File: src/rtl/adc_host_pkg.sv
package adc_host_pkg;
  localparam int unsigned WIN_W = 4;
  localparam int unsigned BYTE_W = 8;

  localparam logic [WIN_W-1:0] OFF_START12 = 4'h8;
  localparam logic [WIN_W-1:0] OFF_START8  = 4'h9;
  localparam logic [WIN_W-1:0] OFF_STATUS  = 4'hA;
  localparam logic [WIN_W-1:0] OFF_IRQ_CFG = 4'hB;

  typedef struct packed {
    logic start12;
    logic start8;
    logic clr_irq;
    logic cfg_wr;
  } wr_strb_t;

  typedef enum logic [1:0] {
    RD_NONE,
    RD_MSB,
    RD_LSB,
    RD_STATUS
  } rd_sel_e;
endpackage

File: src/rtl/adc_bus_decode.sv
module adc_bus_decode
  import adc_host_pkg::*;
#(
  parameter int unsigned ADDR_W = 8,
  parameter logic [ADDR_W-1:0] BASE_ADDR = '0
) (
  input  logic              cs_i,
  input  logic              wr_i,
  input  logic              rd_i,
  input  logic [ADDR_W-1:0] addr_i,
  output wr_strb_t          wstb_o,
  output rd_sel_e           rsel_o
);
  localparam int unsigned TAG_W = ADDR_W - WIN_W;

  logic             hit;
  logic [WIN_W-1:0] off;

  assign hit = cs_i && (addr_i[ADDR_W-1:WIN_W] == BASE_ADDR[ADDR_W-1:WIN_W]);
  assign off = addr_i[WIN_W-1:0];

  always_comb begin
    wstb_o = '0;
    if (hit && wr_i) begin
      unique case (off)
        OFF_START12: wstb_o.start12 = 1'b1;
        OFF_START8:  wstb_o.start8  = 1'b1;
        OFF_STATUS:  wstb_o.clr_irq = 1'b1;
        OFF_IRQ_CFG: wstb_o.cfg_wr  = 1'b1;
        default: ;
      endcase
    end
  end

  always_comb begin
    rsel_o = RD_NONE;
    if (hit && rd_i) begin
      unique case (off)
        OFF_START12: rsel_o = RD_MSB;
        OFF_START8:  rsel_o = RD_LSB;
        OFF_STATUS:  rsel_o = RD_STATUS;
        default:     rsel_o = RD_NONE;
      endcase
    end
  end

  logic unused_tag;
  assign unused_tag = ^TAG_W;
endmodule

File: src/rtl/adc_conv_ctrl.sv
module adc_conv_ctrl #(
  parameter int unsigned RES_W = 12,
  parameter int unsigned NARROW_W = 8
) (
  input  logic             clk_i,
  input  logic             rst_ni,
  input  logic             start12_i,
  input  logic             start8_i,
  input  logic             conv_done_i,
  input  logic [RES_W-1:0] conv_data_i,
  output logic             conv_start_o,
  output logic             conv_mode8_o,
  output logic             busy_o,
  output logic             eoc_o,
  output logic             accept_o,
  output logic [RES_W-1:0] result_o
);
  localparam int unsigned LOW_W = RES_W - NARROW_W;
  localparam logic [RES_W-1:0] NARROW_MASK = {{NARROW_W{1'b1}}, {LOW_W{1'b0}}};

  logic done_q;
  logic start_ok;

  assign start_ok = (start12_i || start8_i) && !busy_o;
  assign accept_o = conv_done_i && !done_q && busy_o;

  always_ff @(posedge clk_i or negedge rst_ni) begin
    if (!rst_ni) begin
      done_q       <= 1'b0;
      conv_start_o <= 1'b0;
      conv_mode8_o <= 1'b0;
      busy_o       <= 1'b0;
      eoc_o        <= 1'b0;
      result_o     <= '0;
    end else begin
      done_q       <= conv_done_i;
      conv_start_o <= start_ok;
      if (start_ok) begin
        busy_o       <= 1'b1;
        conv_mode8_o <= start8_i;
        eoc_o        <= 1'b0;
      end else if (accept_o) begin
        busy_o   <= 1'b0;
        eoc_o    <= 1'b1;
        // narrow mode: drop the undefined low bits
        result_o <= conv_mode8_o ? (conv_data_i & NARROW_MASK) : conv_data_i;
      end
    end
  end
endmodule

File: src/rtl/adc_irq_ctrl.sv
module adc_irq_ctrl (
  input  logic       clk_i,
  input  logic       rst_ni,
  input  logic       cfg_wr_i,
  input  logic [1:0] cfg_data_i,
  input  logic       clr_i,
  input  logic       accept_i,
  output logic       flag_o,
  output logic       irq_en_o,
  output logic       share_dis_o,
  output logic       irq_o,
  output logic       irq_oe_o
);
  always_ff @(posedge clk_i or negedge rst_ni) begin
    if (!rst_ni) begin
      irq_en_o    <= 1'b0;
      share_dis_o <= 1'b0;
    end else if (cfg_wr_i) begin
      irq_en_o    <= cfg_data_i[0];
      share_dis_o <= cfg_data_i[1];
    end
  end

  // a new event outranks a concurrent clear
  always_ff @(posedge clk_i or negedge rst_ni) begin
    if (!rst_ni) begin
      flag_o <= 1'b0;
    end else if (accept_i && irq_en_o) begin
      flag_o <= 1'b1;
    end else if (clr_i) begin
      flag_o <= 1'b0;
    end
  end

  assign irq_o    = flag_o;
  assign irq_oe_o = flag_o || share_dis_o;
endmodule

File: src/rtl/adc_read_mux.sv
module adc_read_mux
  import adc_host_pkg::*;
#(
  parameter int unsigned RES_W = 12
) (
  input  rd_sel_e          rsel_i,
  input  logic             eoc_i,
  input  logic             flag_i,
  input  logic [RES_W-1:0] result_i,
  output logic [BYTE_W-1:0] rdata_o
);
  localparam int unsigned LOW_W = RES_W - BYTE_W;
  localparam int unsigned PAD_W = BYTE_W - LOW_W;

  logic [BYTE_W-1:0] msb_byte;
  logic [BYTE_W-1:0] lsb_byte;
  logic [BYTE_W-1:0] stat_byte;

  assign msb_byte  = result_i[RES_W-1 -: BYTE_W];
  assign lsb_byte  = {result_i[LOW_W-1:0], {PAD_W{1'b0}}};
  assign stat_byte = {eoc_i, flag_i, {(BYTE_W-2){1'b0}}};

  always_comb begin
    unique case (rsel_i)
      RD_MSB:    rdata_o = msb_byte;
      RD_LSB:    rdata_o = lsb_byte;
      RD_STATUS: rdata_o = stat_byte;
      default:   rdata_o = '0;
    endcase
  end
endmodule

File: src/rtl/adc_host_regs.sv
module adc_host_regs
  import adc_host_pkg::*;
#(
  parameter int unsigned ADDR_W = 8,
  parameter logic [ADDR_W-1:0] BASE_ADDR = 8'h30,
  parameter int unsigned RES_W = 12
) (
  input  logic              clk_i,
  input  logic              rst_ni,
  input  logic              cs_i,
  input  logic              wr_i,
  input  logic              rd_i,
  input  logic [ADDR_W-1:0] addr_i,
  input  logic [7:0]        wdata_i,
  output logic [7:0]        rdata_o,
  output logic              conv_start_o,
  output logic              conv_mode8_o,
  input  logic              conv_done_i,
  input  logic [RES_W-1:0]  conv_data_i,
  output logic              irq_o,
  output logic              irq_oe_o
);
  wr_strb_t         wstb;
  rd_sel_e          rsel;
  logic             busy;
  logic             eoc;
  logic             accept;
  logic             flag;
  logic             irq_en;
  logic             share_dis;
  logic             start_req;
  logic             clr_req;
  logic [RES_W-1:0] result;

  assign start_req = wstb.start12 || wstb.start8;
  assign clr_req   = wstb.clr_irq;

  adc_bus_decode #(
    .ADDR_W   (ADDR_W),
    .BASE_ADDR(BASE_ADDR)
  ) u_dec (
    .cs_i  (cs_i),
    .wr_i  (wr_i),
    .rd_i  (rd_i),
    .addr_i(addr_i),
    .wstb_o(wstb),
    .rsel_o(rsel)
  );

  adc_conv_ctrl #(
    .RES_W   (RES_W),
    .NARROW_W(BYTE_W)
  ) u_conv (
    .clk_i       (clk_i),
    .rst_ni      (rst_ni),
    .start12_i   (wstb.start12),
    .start8_i    (wstb.start8),
    .conv_done_i (conv_done_i),
    .conv_data_i (conv_data_i),
    .conv_start_o(conv_start_o),
    .conv_mode8_o(conv_mode8_o),
    .busy_o      (busy),
    .eoc_o       (eoc),
    .accept_o    (accept),
    .result_o    (result)
  );

  adc_irq_ctrl u_irq (
    .clk_i      (clk_i),
    .rst_ni     (rst_ni),
    .cfg_wr_i   (wstb.cfg_wr),
    .cfg_data_i (wdata_i[1:0]),
    .clr_i      (clr_req),
    .accept_i   (accept),
    .flag_o     (flag),
    .irq_en_o   (irq_en),
    .share_dis_o(share_dis),
    .irq_o      (irq_o),
    .irq_oe_o   (irq_oe_o)
  );

  adc_read_mux #(
    .RES_W(RES_W)
  ) u_rmux (
    .rsel_i  (rsel),
    .eoc_i   (eoc),
    .flag_i  (flag),
    .result_i(result),
    .rdata_o (rdata_o)
  );

  logic unused_wdata;
  assign unused_wdata = ^wdata_i[7:2];
endmodule

File: config.mk
export PLATFORM = sky130hd
export DESIGN_NAME = adc_host_regs
export DESIGN_NICKNAME = d
export VERILOG_FILES = /design/src/rtl/adc_host_pkg.sv /design/src/rtl/adc_bus_decode.sv /design/src/rtl/adc_conv_ctrl.sv /design/src/rtl/adc_irq_ctrl.sv /design/src/rtl/adc_read_mux.sv /design/src/rtl/adc_host_regs.sv
export SDC_FILE = /design/constraint.sdc
export NUM_CORES = 1
export LEC_CHECK = 0
export ABC_AREA = 1
export BUFFER_PORTS_ARGS = -buffer_cell sky130_fd_sc_hd__buf_2
export CORE_MARGIN = 8
export CORE_UTILIZATION = 41
export DETAILED_ROUTE_END_ITERATION = 16
export PLACE_DENSITY_LB_ADDON = 0.15
export SLEW_MARGIN = 40
export SYNTH_ARGS = -nofsm -noshare
export SYNTH_HDL_FRONTEND = slang
export SYNTH_HIERARCHICAL = 1
export SYNTH_SLANG_ARGS = --single-unit
File: constraint.sdc
create_clock -name clk_i -period 1.05 [get_ports clk_i]
set_clock_uncertainty 0.05 [all_clocks]
set_input_delay 0.0525 -clock clk_i [delete_from_list [all_inputs] [get_ports clk_i]]
set_output_delay 0.0525 -clock clk_i [all_outputs]
set_load 0.05 [all_outputs]
# Yosys cells after proc, flatten, opt, wreduce, memory -nomap -nowiden
# Cells that the tools add are included.
# totals
memories,0
latchBits,0
inputBits,34
register_bits,20
word_cells,47
output_inout_bits,12
rom_bits,0
ramBits,0
# op_classes
n_div,0
add_sub_neg,0
n_mul,0
n_lt_le_gt_ge,0
eq_ne,8
bitwise_logic,1
muxes,15
n_shift,0
reduce_logical,14
# ops
operator,count
8-bit one-hot mux with 3 select lines,1
"4-bit equality test, second input constant",4
1-bit 2-to-1 mux,10
4-bit 2-to-1 mux,2
1-bit logical AND,7
2-bit one-hot mux with 3 select lines,1
"2-bit equality test, second input constant",2
"4-bit by 2-bit equality test with 1-bit output, second input constant",1
2-bit nonzero test,2
"2-bit by 1-bit equality test with 1-bit output, second input constant",1
1-bit logical NOT,2
1-bit logical OR,2
2-bit 2-to-1 mux,1
2-bit AND reduction,1
1-bit inverter,1

# Logic depth before layout (Yosys ltp)
# Gate-level depths: netlist of the first run.
# logic_depth
depth_word,8
ltp_mapped,9
depth_no_buf,8

# By module
# The synthesis of the first run kept the hierarchy.
# modules_own_cells
mod,cells_each,n_inst,seq_area_each_um2,area_per_inst_um2
adc_conv_ctrl,77,1,425.4,669.4
adc_irq_ctrl,16,1,75.1,130.1
adc_read_mux,26,1,0.0,122.6
adc_bus_decode,27,1,0.0,118.9

# Least setup slack after synthesis of the first run
# No wires, ideal clock.
# synth_path
path_kind,in2out
start,input addr_i[5]
end,output rdata_o[0]
n_path_buf,1
required_time_ns,0.947
cell_stages,7
slack_ns,-0.304
t_arrival_ns,1.251
cell_sequence,nand2_1 > nor2_2 > nand3_1 > nor2_1 > buf_6 > nand2_2 > nor2_1
# synth_between
elab_chain_cells,6
word_cells_on_any_way,8
classes_between,4 x eq/ne; 2 x mux; 2 x reduce/logical
# synth_lines
item,line_no,source
from (decl),adc_host_regs.sv:13,"input logic [ADDR_W-1:0] addr_i,"
4-bit by 2-bit equality test with 1-bit output (*),adc_bus_decode.sv:19,assign hit = cs_i && (addr_i[ADDR_W-1:WIN_W] == BASE_ADDR[ADDR_W-1:WIN_W]);
1-bit logical AND (*),adc_bus_decode.sv:19,
1-bit logical AND (*),adc_bus_decode.sv:37,if (hit && rd_i) begin
2-bit 2-to-1 mux (*),adc_bus_decode.sv:37,
via rsel[0],adc_host_regs.sv:24,rd_sel_e rsel;
2-bit equality test or 2-bit by 1-bit equality test with 1-bit output (tied branches),adc_read_mux.sv:24,unique case (rsel_i)
8-bit one-hot mux with 3 select lines (*),adc_read_mux.sv:24,
to (decl),adc_host_regs.sv:15,"output logic [7:0] rdata_o,"
# Mark *: on every way through the listed nets, which the timed path passes. The rest lies on a longest branch.

# Worst setup path after layout of the first run
# layout_path
start,input addr_i[0]
end,output rdata_o[6]
# layout_between
elab_chain_cells,5
word_cells_on_any_way,9
classes_between,6 x eq/ne; 3 x mux
# layout_lines
item,line_no,source
4-bit equality test,adc_bus_decode.sv:38,unique case (off)
2-bit one-hot mux with 3 select lines (*),adc_bus_decode.sv:38,
2-bit 2-to-1 mux (*),adc_bus_decode.sv:37,
via rsel[1],adc_host_regs.sv:24,
2-bit equality test or 2-bit by 1-bit equality test with 1-bit output (tied branches),adc_read_mux.sv:24,
8-bit one-hot mux with 3 select lines (*),adc_read_mux.sv:24,
# Marked as above.

==> results of run 1 <==
-- power by group through the flow --
stage	Clock, mW	Combinational, mW	Sequential, mW
finish	0.638	0.603	1.07
global route	0.683	0.657	1.08
CTS	0.643	0.496	1.03
detailed placement	0	0.325	1.04
global placement	0	0.312	1.04
floorplan	0	0.202	1.01
-- metrics by stage --
stage	util (%)	setup TNS [ns]	setup slack, ns
final	87.7	-1.88	-0.199
after detailed placement	56.1	-1.93	-0.207
after floorplan	-	-0.702	-0.105
after CTS	79.6	-0.915	-0.167
after global routing	87.7	-2.98	-0.240
after global placement	56.1	-1.63	-0.172
-- cells in the mapped netlist --
master,n
nand2_2,3
buf_6,2
o21ai_0,1
or2_1,1
inv_2,3
nor2_2,3
nor2_1,17
nand3_1,16
nand2_1,58
dfrtp_1,20
nand3_2,1
inv_1,19
buf_4,2
-- critical path, cell delays in order --
cell,delay (ns)
buf_8,0.10
inv_4,0.05
nand2_4,0.05
nor2_4,0.15
nor2_4,0.05
nor2_2,0.10
buf_6,0.18
nand3_1,0.13
nand3_2,0.12
buf_8,0.15
-- layout make-up --
type | instances | area [µm²]
clock inverter | 1 | 30.0
timing repair buffer | 82 | 733
multi-input combinational | 100 | 708
tap | 30 | 37.5
fill | 102 | 300
clock buffer | 3 | 22.5
sequential | 20 | 500
inverter | 22 | 100
-- routing by layer --
layer | global-route usage, % | share of wire, % | up-vias
li1 | - | - | 602
met5 | 0 | 0 | -
met4 | 4.80 | 1.7 | 0
met2 | 31.2 | 58 | 51
met1 | 18.7 | 35 | 605
met3 | 2.88 | 5.2 | 8
-- worst max path at each step --
stage,start,cells past startpoint,endpoint,slack [ns]
after floorplan,addr_i[2],8,rdata_o[6],-0.11
after CTS,u_irq/flag_o$_DFFE_PN0P_,2,irq_oe_o,-0.17
after global routing,addr_i[0],11,rdata_o[6],-0.24
final,addr_i[0],10,rdata_o[6],-0.20
after detailed placement,addr_i[3],10,rdata_o[2],-0.21
after global placement,addr_i[2],10,rdata_o[5],-0.17
-- cell usage in the layout, fill, tap and decap left out, drive strengths merged --
master and n:
buf 65, nand2 61, inv 22, dfrtp 20
nor2 20, nand3 17, dlygate4sd3 16, clkbuf 4
bufinv 1, o21ai 1, or2 1
-- state kept, by name, summed over array words and instances, names as in the netlist --
signal and flops:
u_conv/conv_start_o 1, u_conv/done_q 1, u_conv/conv_mode8_o 1, u_conv/eoc_o 1, u_irq/irq_en_o 1, u_irq/share_dis_o 1, u_irq/flag_o 1, u_conv/busy_o 1
u_conv/result_o 12
-- what timing repair did --
item                                    in CTS  in global routing
gates resized for setup                     65                 55
endpoints found under the setup margin      11                 30
setup buffers                               16                  2
hold endpoints to repair                    35                  0
hold buffers                                16                  0
pin swaps                                   17                 23
-- cells by family (layout without fill, tap and decap cells) --
kind of cell,after synthesis,after routing
AOI/OAI and AO/OA,1,1
buffers and inverters,26,108
DFF,20,20
and+or+nand+nor,99,99
==> results.py, run 1 <==
metrics = {
    "sta": {
        "rsz0062_at_grt": "yes",
        "period_share_pct": 119,
        "relSlewSlack_pct": 68.7,
        "setup_viol": 21,
        "setup_ws_ns": -0.199,
        "hold_ws_ns": 0.139,
        "slew_viol_final": 0,
        "fin_crit_ns": 1.25,
        "tightest_slew_ns": 0.469,
        "max_freq_mhz": 800,
        "hold_violations": 0,
    },
    "critical_path": {
        "crit_path_end_kind": "output pin",
        "timing.rr.end": "u_conv/result_o[7]$_DFFE_PN0P_",
        "rr_worst_depth": 5,
        "start_kind": "input port",
        "rrSetupSlack_ns": -0.07,
        "path_class": "input port to output pin",
        "critPathMaxFanout": 7,
        "r2r-start": "u_conv/busy_o$_DFFE_PN0P_",
        "required_ns": 0.95,
        "critPathArrivalTime_ns": 1.15,
    },
    "floorplan": {
        "dieHeight_um": 66.4,
        "row_count": 18,
        "start_util_pct": 42.8,
        "coreArea_um2": 2430,
        "ioPinCount": 46,
        "dieWidth_um": 66.4,
        "dieArea_um2": 4410,
    },
    "worst_hold_path": {
        "worstHoldStart": "addr_i[0]",
        "hp-class": "input port to register",
        "min_to": "u_irq/share_dis_o$_DFFE_PN0P_",
        "holdPathStages": 5,
    },
    "power_and_ir_drop": {
        "fin_total_pwr_mw": 2.31,
        "power_density_nw_per_um2": 1080,
        "power.switching_mw": 0.702,
        "swShare_pct": 30.4,
        "power_frac_seq_pct": 46.3,
        "power.clock.fraction_pct": 27.6,
        "p_int_mw": 1.61,
        "combinationalPowerShare_pct": 26.1,
        "vdd_drop_max_v": 0.00162,
        "power.leakage_nw": 1.09,
    },
    "placement": {
        "hpwl_um": 2020,
        "gp_congestion": 0.853,
        "placed_area_um2": 1360,
        "dp.cells": 223,
        "port_buffers": 39,
    },
    "yosys": {
        "synth-xor-area-share_pct": 0,
        "synth_cell_type_count": 13,
        "synthMuxAreaShare_pct": 0,
        "syn_nets": 180,
        "synth-warning-count": 6,
        "synthSimpleGateAreaFrac_pct": 39.9,
        "synth_top_family_by_area": "simple AND/OR/NAND/NOR gates",
        "synth_seq_cells": 20,
        "ys_seq_area_share_pct": 48.1,
        "syn_inst": 146,
        "synth_area_um2": 1040,
        "synth_fa_ha_area_share_pct": 0,
        "synth_top_cell_area_share_pct": 48.1,
        "synth_area_leaders": "dfrtp_1 (48%), nand2_1 (21%), nand3_1 (7.7%)",
        "avgSynthCellArea_um2": 7.13,
        "yosysTopAreaCell": "dfrtp_1",
        "synth_compound_area_share_pct": 0.481,
    },
    "detailed_routing": {
        "ant_nets": 0,
        "drt_iter0_drc": 118,
        "drc_errors": 0,
        "routed_wl_um": 4310,
        "avgRoutedWirePerCell_um": 16.7,
        "routed-via-count": 1266,
        "viasPerCell": 4.91,
        "first_pass_iters": 4,
    },
    "clock_network": {
        "root_buffer": "clkbuf_4",
        "cts_tree": "done",
        "cts_buffer_depth": 2,
        "htreeDepth": 1,
        "clock_latency_ns": 0.30,
        "cts_made_buffers": 3,
        "clkSinkCount": 20,
        "path_clk_slew_ns": 0.12,
    },
    "outcome": {
        "violations": "setup timing",
        "status": "finished with violations",
    },
    "grt": {
        "antenna_found_initial": 0,
        "grt-ovfl-total": 0,
        "first_global_vias": 1262,
        "grt_max_degree": 21,
        "grt_use_total_pct": 16.7,
        "grt_first_pass_wirelength_um": 5780,
    },
    "layout": {
        "fin_cells": 258,
        "diodes": 0,
        "layout-drive-gt1-share_pct": 57.5,
        "nets": 263,
        "final_area_um2": 2130,
        "area_growth_pct": 105,
    },
    "run": {
        "drv_cap": 0,
    },
}
(Power assumes the default switching activity.)
==> run 2, diff against run 1 <==
--- a/config.mk
+++ b/config.mk
@@ -5,7 +5,7 @@
 export SDC_FILE = /design/constraint.sdc
 export NUM_CORES = 1
 export LEC_CHECK = 0
-export ABC_AREA = 1
+export ABC_CLOCK_PERIOD_IN_PS = 1050
 export BUFFER_PORTS_ARGS = -buffer_cell sky130_fd_sc_hd__buf_2
 export CORE_MARGIN = 8
 export CORE_UTILIZATION = 41
==> results.py, run 2 <==
metrics = {
    "outcome": {
        "status": "finished with violations",
        "violations": "setup timing",
    },
    "power_and_ir_drop": {
        "vdd_drop_max_v": 0.00104,
        "power.leakage_nw": 0.942,
        "fin_total_pwr_mw": 1.92,
        "power_density_nw_per_um2": 1070,
    },
    "yosys": {
        "synth-edff-count": 0,
        "synth_top_cell_area_share_pct": 48.9,
        "yosysTopAreaCell": "dfrtp_1",
        "syn_inst": 77,
        "synth_fa_ha_area_share_pct": 0,
        "ys.flop_type": "dfrtp_1",
        "synthSimpleGateAreaFrac_pct": 19.3,
        "synth-warning-count": 6,
        "yosysMostFrequentCell": "dfrtp_1",
        "synth_compound_area_share_pct": 7.09,
        "netlist_top_cells_count": "dfrtp_1 (20), mux2_2 (7), mux2_4 (7)",
        "synth_cell_type_count": 24,
        "synth_area_um2": 1020,
        "synth_area_leaders": "dfrtp_1 (49%), mux2_4 (10%), mux2_2 (7.7%)",
        "synth_seq_cells": 20,
        "ys_seq_area_share_pct": 48.9,
        "synth_top_family_by_area": "multiplexers",
        "synthMuxAreaShare_pct": 20.2,
        "synthArstFlopShare_pct": 100,
        "syn_nets": 111,
        "avgSynthCellArea_um2": 13.3,
        "synth-xor-area-share_pct": 0.856,
    },
    "detailed_routing": {
        "drt_iter0_drc": 25,
        "routed_wl_um": 2800,
        "drc_errors": 0,
        "ant_nets": 0,
        "viasPerCell": 4.91,
        "first_pass_iters": 4,
        "avgRoutedWirePerCell_um": 15.6,
        "routed-via-count": 883,
    },
    "worst_hold_path": {
        "hp-class": "input port to register",
        "worstHoldStart": "conv_data_i[1]",
    },
    "critical_path": {
        "cp-startpoint": "addr_i[6]",
        "critPathArrivalTime_ns": 1.39,
        "start_kind": "input port",
        "critPathMaxFanout": 3,
        "rrSetupSlack_ns": -0.13,
        "crit_path_end_kind": "output pin",
        "required_ns": 0.95,
        "path_class": "input port to output pin",
        "r2r-start": "u_conv/done_q$_DFF_PN0_",
    },
    "sta": {
        "hold_violations": 0,
        "setup_ws_ns": -0.440,
        "relSlewSlack_pct": 71.0,
        "rsz0062_at_grt": "yes",
        "setup_viol": 27,
        "max_freq_mhz": 671,
        "period_share_pct": 142,
        "hold_ws_ns": 0.0671,
        "fin_crit_ns": 1.49,
        "tightest_slew_ns": 0.435,
        "slew_viol_final": 0,
    },
    "layout": {
        "final_common_cell": "buf_2",
        "area_growth_pct": 76.0,
        "top_register": "u_conv/result_o",
        "diodes": 0,
        "largest_reg_flops": 12,
        "layout-drive-gt1-share_pct": 66.0,
        "nets": 185,
        "final_cell_mix": "buf_2 (25), dfrtp_1 (18), buf_4 (16), mux2_4 (14), dlygate4sd3_1 (12)",
    },
    "clock_network": {
        "cts_made_buffers": 3,
        "clkSinkCount": 20,
        "path_clk_slew_ns": 0.10,
        "root_buffer": "clkbuf_4",
        "clock_latency_ns": 0.29,
        "cts_buffer_depth": 2,
        "cts_tree": "done",
        "htreeDepth": 1,
    },
    "placement": {
        "hpwl_um": 1790,
        "gp_congestion": 0.786,
        "port_buffers": 39,
    },
    "grt": {
        "antenna_found_initial": 0,
        "grt_first_pass_wirelength_um": 4710,
        "first_global_vias": 1016,
        "grt-ovfl-total": 0,
        "grt_use_total_pct": 14.2,
        "grt_max_degree": 21,
    },
    "floorplan": {
        "row_count": 18,
        "coreArea_um2": 2430,
        "dieArea_um2": 4350,
        "dieWidth_um": 66.0,
        "ioPinCount": 46,
        "dieHeight_um": 66.0,
        "start_util_pct": 42.1,
    },
    "run": {
        "drv_cap": 0,
    },
}
## run 2: timing repair
item | CTS | global route
setup endpoints to repair | 27 | 28
setup buffers | 5 | 2
gates resized for setup | 46 | 11
hold buffers | 12 | 0
cloned | 1 | 0
pin swaps | 4 | 10
endpoints found under the hold margin | 31 | 0
## run 2: routing by layer
layer  wire [µm]  part of all wire (%)  vias to the layer above  GRT usage, %
li1            -                     -                      427             -
met2        1500                    53                       22          24.7
met3         137                   4.9                        7          4.75
met1        1130                    40                      427          15.7
met5           0                     0                        -             0
met4          37                   1.3                        0          4.80
## run 2: area by class of cell
| cell class | count | area [µm²] |
|---|---|---|
| Tap cell | 30 | 37.5 |
| Sequential cell | 20 | 503 |
| Fill cell | 168 | 631 |
| Multi-Input combinational cell | 51 | 626 |
| Timing Repair Buffer | 70 | 591 |
| Clock buffer | 4 | 26.3 |
| Inverter | 5 | 18.8 |
## run 2: worst paths after layout
| path | to | cells after the start |
|---|---|---|
| worst max-delay path | rdata_o[4] | 6 |
| worst min-delay path | u_conv/result_o[1]$_DFFE_PN0P_ | 3 |
| worst max register to register | u_conv/result_o[6]$_DFFE_PN0P_ | 2 |
| worst min register to register | u_irq/flag_o$_DFFE_PN0P_ | 2 |
| max in group asynchronous | u_conv/busy_o$_DFFE_PN0P_ | 2 |
| min in group asynchronous | u_conv/conv_start_o$_DFF_PN0_ | 2 |
## run 2: power breakdown
| part | leakage (nW) | internal (mW) | total, mW | switching, mW |
|---|---|---|---|---|
| clock | 0.0150 | 0.148 | 0.360 | 0.213 |
| sequential | 0.254 | 0.924 | 1.04 | 0.113 |
| combinational | 0.674 | 0.362 | 0.525 | 0.164 |
| total | 0.942 | 1.43 | 1.92 | 0.489 |
## run 2: worst max-delay path, cell delays in order
cell and delay, ns:
buf_2 0.10, nand4b_1 0.25, nor3_2 0.36, nor2b_1 0.31
a22o_4 0.17, buf_8 0.14
## run 2: cell families after synthesis
logic type / Yosys count
buffers and inverters: 7
DFF: 20
and+or+nand+nor: 24
xor gates and xnor gates: 1
AOI/OAI and AO/OA: 9
muxes: 16
## run 2: metrics by stage
| step | instance area (µm²) | util [%] | setup WS (ns) | TNS [ns] | cells |
|---|---|---|---|---|---|
| CTS | 1730 | 71.2 | -0.447 | -5.34 | 178 |
| finish | 1800 | 74.1 | -0.440 | -5.75 | 180 |
| detailed placement | 1370 | 56.2 | -0.493 | -7.19 | 156 |
| global placement | 1370 | 56.2 | -0.483 | -6.92 | 156 |
| floorplan | 1070 | - | -0.260 | -2.47 | 77 |
| global route | 1800 | 74.1 | -0.528 | -7.14 | 180 |
==> run 3, diff against run 2 <==
--- a/config.mk
+++ b/config.mk
@@ -5,10 +5,10 @@
 export SDC_FILE = /design/constraint.sdc
 export NUM_CORES = 1
 export LEC_CHECK = 0
-export ABC_CLOCK_PERIOD_IN_PS = 1050
+export ABC_CLOCK_PERIOD_IN_PS = 1700
 export BUFFER_PORTS_ARGS = -buffer_cell sky130_fd_sc_hd__buf_2
 export CORE_MARGIN = 8
-export CORE_UTILIZATION = 41
+export CORE_UTILIZATION = 46
 export DETAILED_ROUTE_END_ITERATION = 16
 export PLACE_DENSITY_LB_ADDON = 0.15
 export SLEW_MARGIN = 40
==> constraint.sdc (replaced) <==
create_clock -name clk_i -period 1.7 [get_ports clk_i]
set_clock_uncertainty 0.05 [all_clocks]
set_input_delay 0.085 -clock clk_i [delete_from_list [all_inputs] [get_ports clk_i]]
set_output_delay 0.085 -clock clk_i [all_outputs]
set_load 0.05 [all_outputs]
==> results.py, run 3 (same netlist as run 2, synthesis figures left out) <==
metrics = {
    "layout": {
        "top_register": "u_conv/result_o",
        "nets": 168,
        "fin_cells": 160,
        "layout-drive-gt1-share_pct": 50.0,
        "final_common_cell": "buf_2",
        "largest_reg_flops": 12,
        "final_cell_mix": "buf_2 (39), dfrtp_1 (20), dlygate4sd3_1 (12), mux2_4 (7), mux2_2 (7)",
        "fillers": 179,
        "area_growth_pct": 37.3,
        "diodes": 0,
    },
    "sta": {
        "max_freq_mhz": 618,
        "tightest_slew_ns": 0.491,
        "hold_violations": 0,
        "setup_tns_ns": 0,
        "slew_viol_final": 0,
        "fin_crit_ns": 1.62,
        "setup_ws_ns": 0.0830,
        "relSlewSlack_pct": 67.0,
        "period_share_pct": 95.1,
        "setup_viol": 0,
    },
    "floorplan": {
        "start_util_pct": 47.6,
        "coreArea_um2": 2150,
        "dieWidth_um": 63.2,
        "dieHeight_um": 63.2,
        "row_count": 17,
        "ioPinCount": 46,
        "dieArea_um2": 3990,
    },
    "grt": {
        "antenna_found_initial": 0,
        "grt-ovfl-total": 0,
        "grt_first_pass_wirelength_um": 3890,
        "grt_max_degree": 21,
        "first_global_vias": 870,
        "grt_use_total_pct": 12.0,
    },
    "placement": {
        "port_buffers": 39,
        "pre_cts_slack_ns": 0.0460,
        "hpwl_um": 1690,
        "dp.cells": 145,
        "gp_congestion": 0.729,
    },
    "detailed_routing": {
        "viasPerCell": 4.87,
        "drc_errors": 0,
        "routed-via-count": 779,
        "drt_iter0_drc": 19,
        "avgRoutedWirePerCell_um": 14.2,
        "first_pass_iters": 4,
        "ant_nets": 0,
        "routed_wl_um": 2280,
    },
    "clock_network": {
        "cts_tree": "done",
        "clkSinkCount": 20,
        "cts_buffer_depth": 2,
        "clock_latency_ns": 0.30,
        "root_buffer": "clkbuf_4",
        "path_clk_slew_ns": 0.11,
        "htreeDepth": 1,
        "cts_made_buffers": 3,
    },
    "worst_hold_path": {
        "hp-class": "input port to register",
        "holdPathStages": 3,
    },
    "run": {
        "drv_cap": 0,
    },
    "critical_path": {
        "critPathArrivalTime_ns": 1.48,
        "critPathMaxFanout": 6,
        "crit_path_end_kind": "output pin",
        "crit_path_max_incr_delay_ns": 0.32,
        "required_ns": 1.56,
        "cp_slowest_cell": "mux2_1",
        "rr_worst_depth": 2,
        "cpMostUsedCell": "buf_2",
        "crit_chain": "buf_2 -> nand4bb_4 -> nor3_2 -> buf_4 -> mux2_1 -> a22o_1 -> buf_2",
        "path_class": "input port to output pin",
        "start_kind": "input port",
    },
    "outcome": {
        "status": "finished clean",
    },
    "power_and_ir_drop": {
        "power_density_nw_per_um2": 777,
        "power.leakage_nw": 0.747,
        "vdd_drop_max_v": 0.000510,
    },
}
-- run 3: final timing paths --
path / start / endpoint / slack (ns)
max in group asynchronous: rst_ni / u_conv/result_o[10]$_DFFE_PN0P_ / 1.09
hold reg to reg: u_irq/irq_en_o$_DFFE_PN0P_ / u_irq/flag_o$_DFFE_PN0P_ / 0.46
setup reg to reg: u_conv/busy_o$_DFFE_PN0P_ / u_conv/result_o[10]$_DFFE_PN0P_ / 0.47
hold / removal: conv_data_i[1] / u_conv/result_o[1]$_DFFE_PN0P_ / 0.08
setup / recovery: addr_i[2] / rdata_o[6] / 0.08
min in group asynchronous: rst_ni / u_conv/result_o[11]$_DFFE_PN0P_ / 0.21
-- run 3: per-layer routing --
metal	global-route usage, %	share of wire (%)
met1	12.5	42
met3	4.59	7.7
met5	0	0
met4	7.52	2.5
met2	20.0	47
-- run 3: layout make-up --
cell class | count | area, µm² | share of cell area, %
Sequential cell | 20 | 500 | 35.6
Tap cell | 28 | 35.0 | 2.49
Timing Repair Buffer | 54 | 338 | 24.0
Clock buffer | 3 | 22.5 | 1.60
Multi-Input combinational cell | 50 | 490 | 34.9
Inverter | 5 | 18.8 | 1.34
-- run 3: worst max-delay path: cells and delay by family --
family / cells / cell delay, ns
AO/OA/AOI/OAI: 1 / 0.18
buffers and inverters: 3 / 0.45
multiplexers: 1 / 0.32
AND/OR/NAND/NOR: 2 / 0.44
-- run 3: what timing repair did --
| item | in CTS | in global routing |
|---|---|---|
| setup endpoints to repair | 0 | 8 |
| buffers inserted | 0 | 0 |
| gates resized for setup | 0 | 1 |
| endpoints found under the hold margin | 31 | 0 |
| hold buffers | 12 | 0 |
-- run 3: stage by stage --
stage	hold slack, ns	area (µm²)	utilization, %	total power [mW]
finish	0.0790	1410	65.4	1.09
global route	0.0728	1410	65.4	1.15
CTS	0.0753	1400	65.2	1.11
detailed placement	0.00613	1260	58.5	0.856
global placement	0.00666	1260	58.5	0.841
floorplan	-0.261	1020	-	0.777
-- run 3: where the power goes --
part           switching (mW)  total, mW  leakage, nW  internal (mW)
sequential             0.0533      0.623        0.257          0.570
combinational          0.0823      0.244        0.476          0.162
clock                   0.142      0.225       0.0138         0.0826
total                   0.278       1.09        0.747          0.814
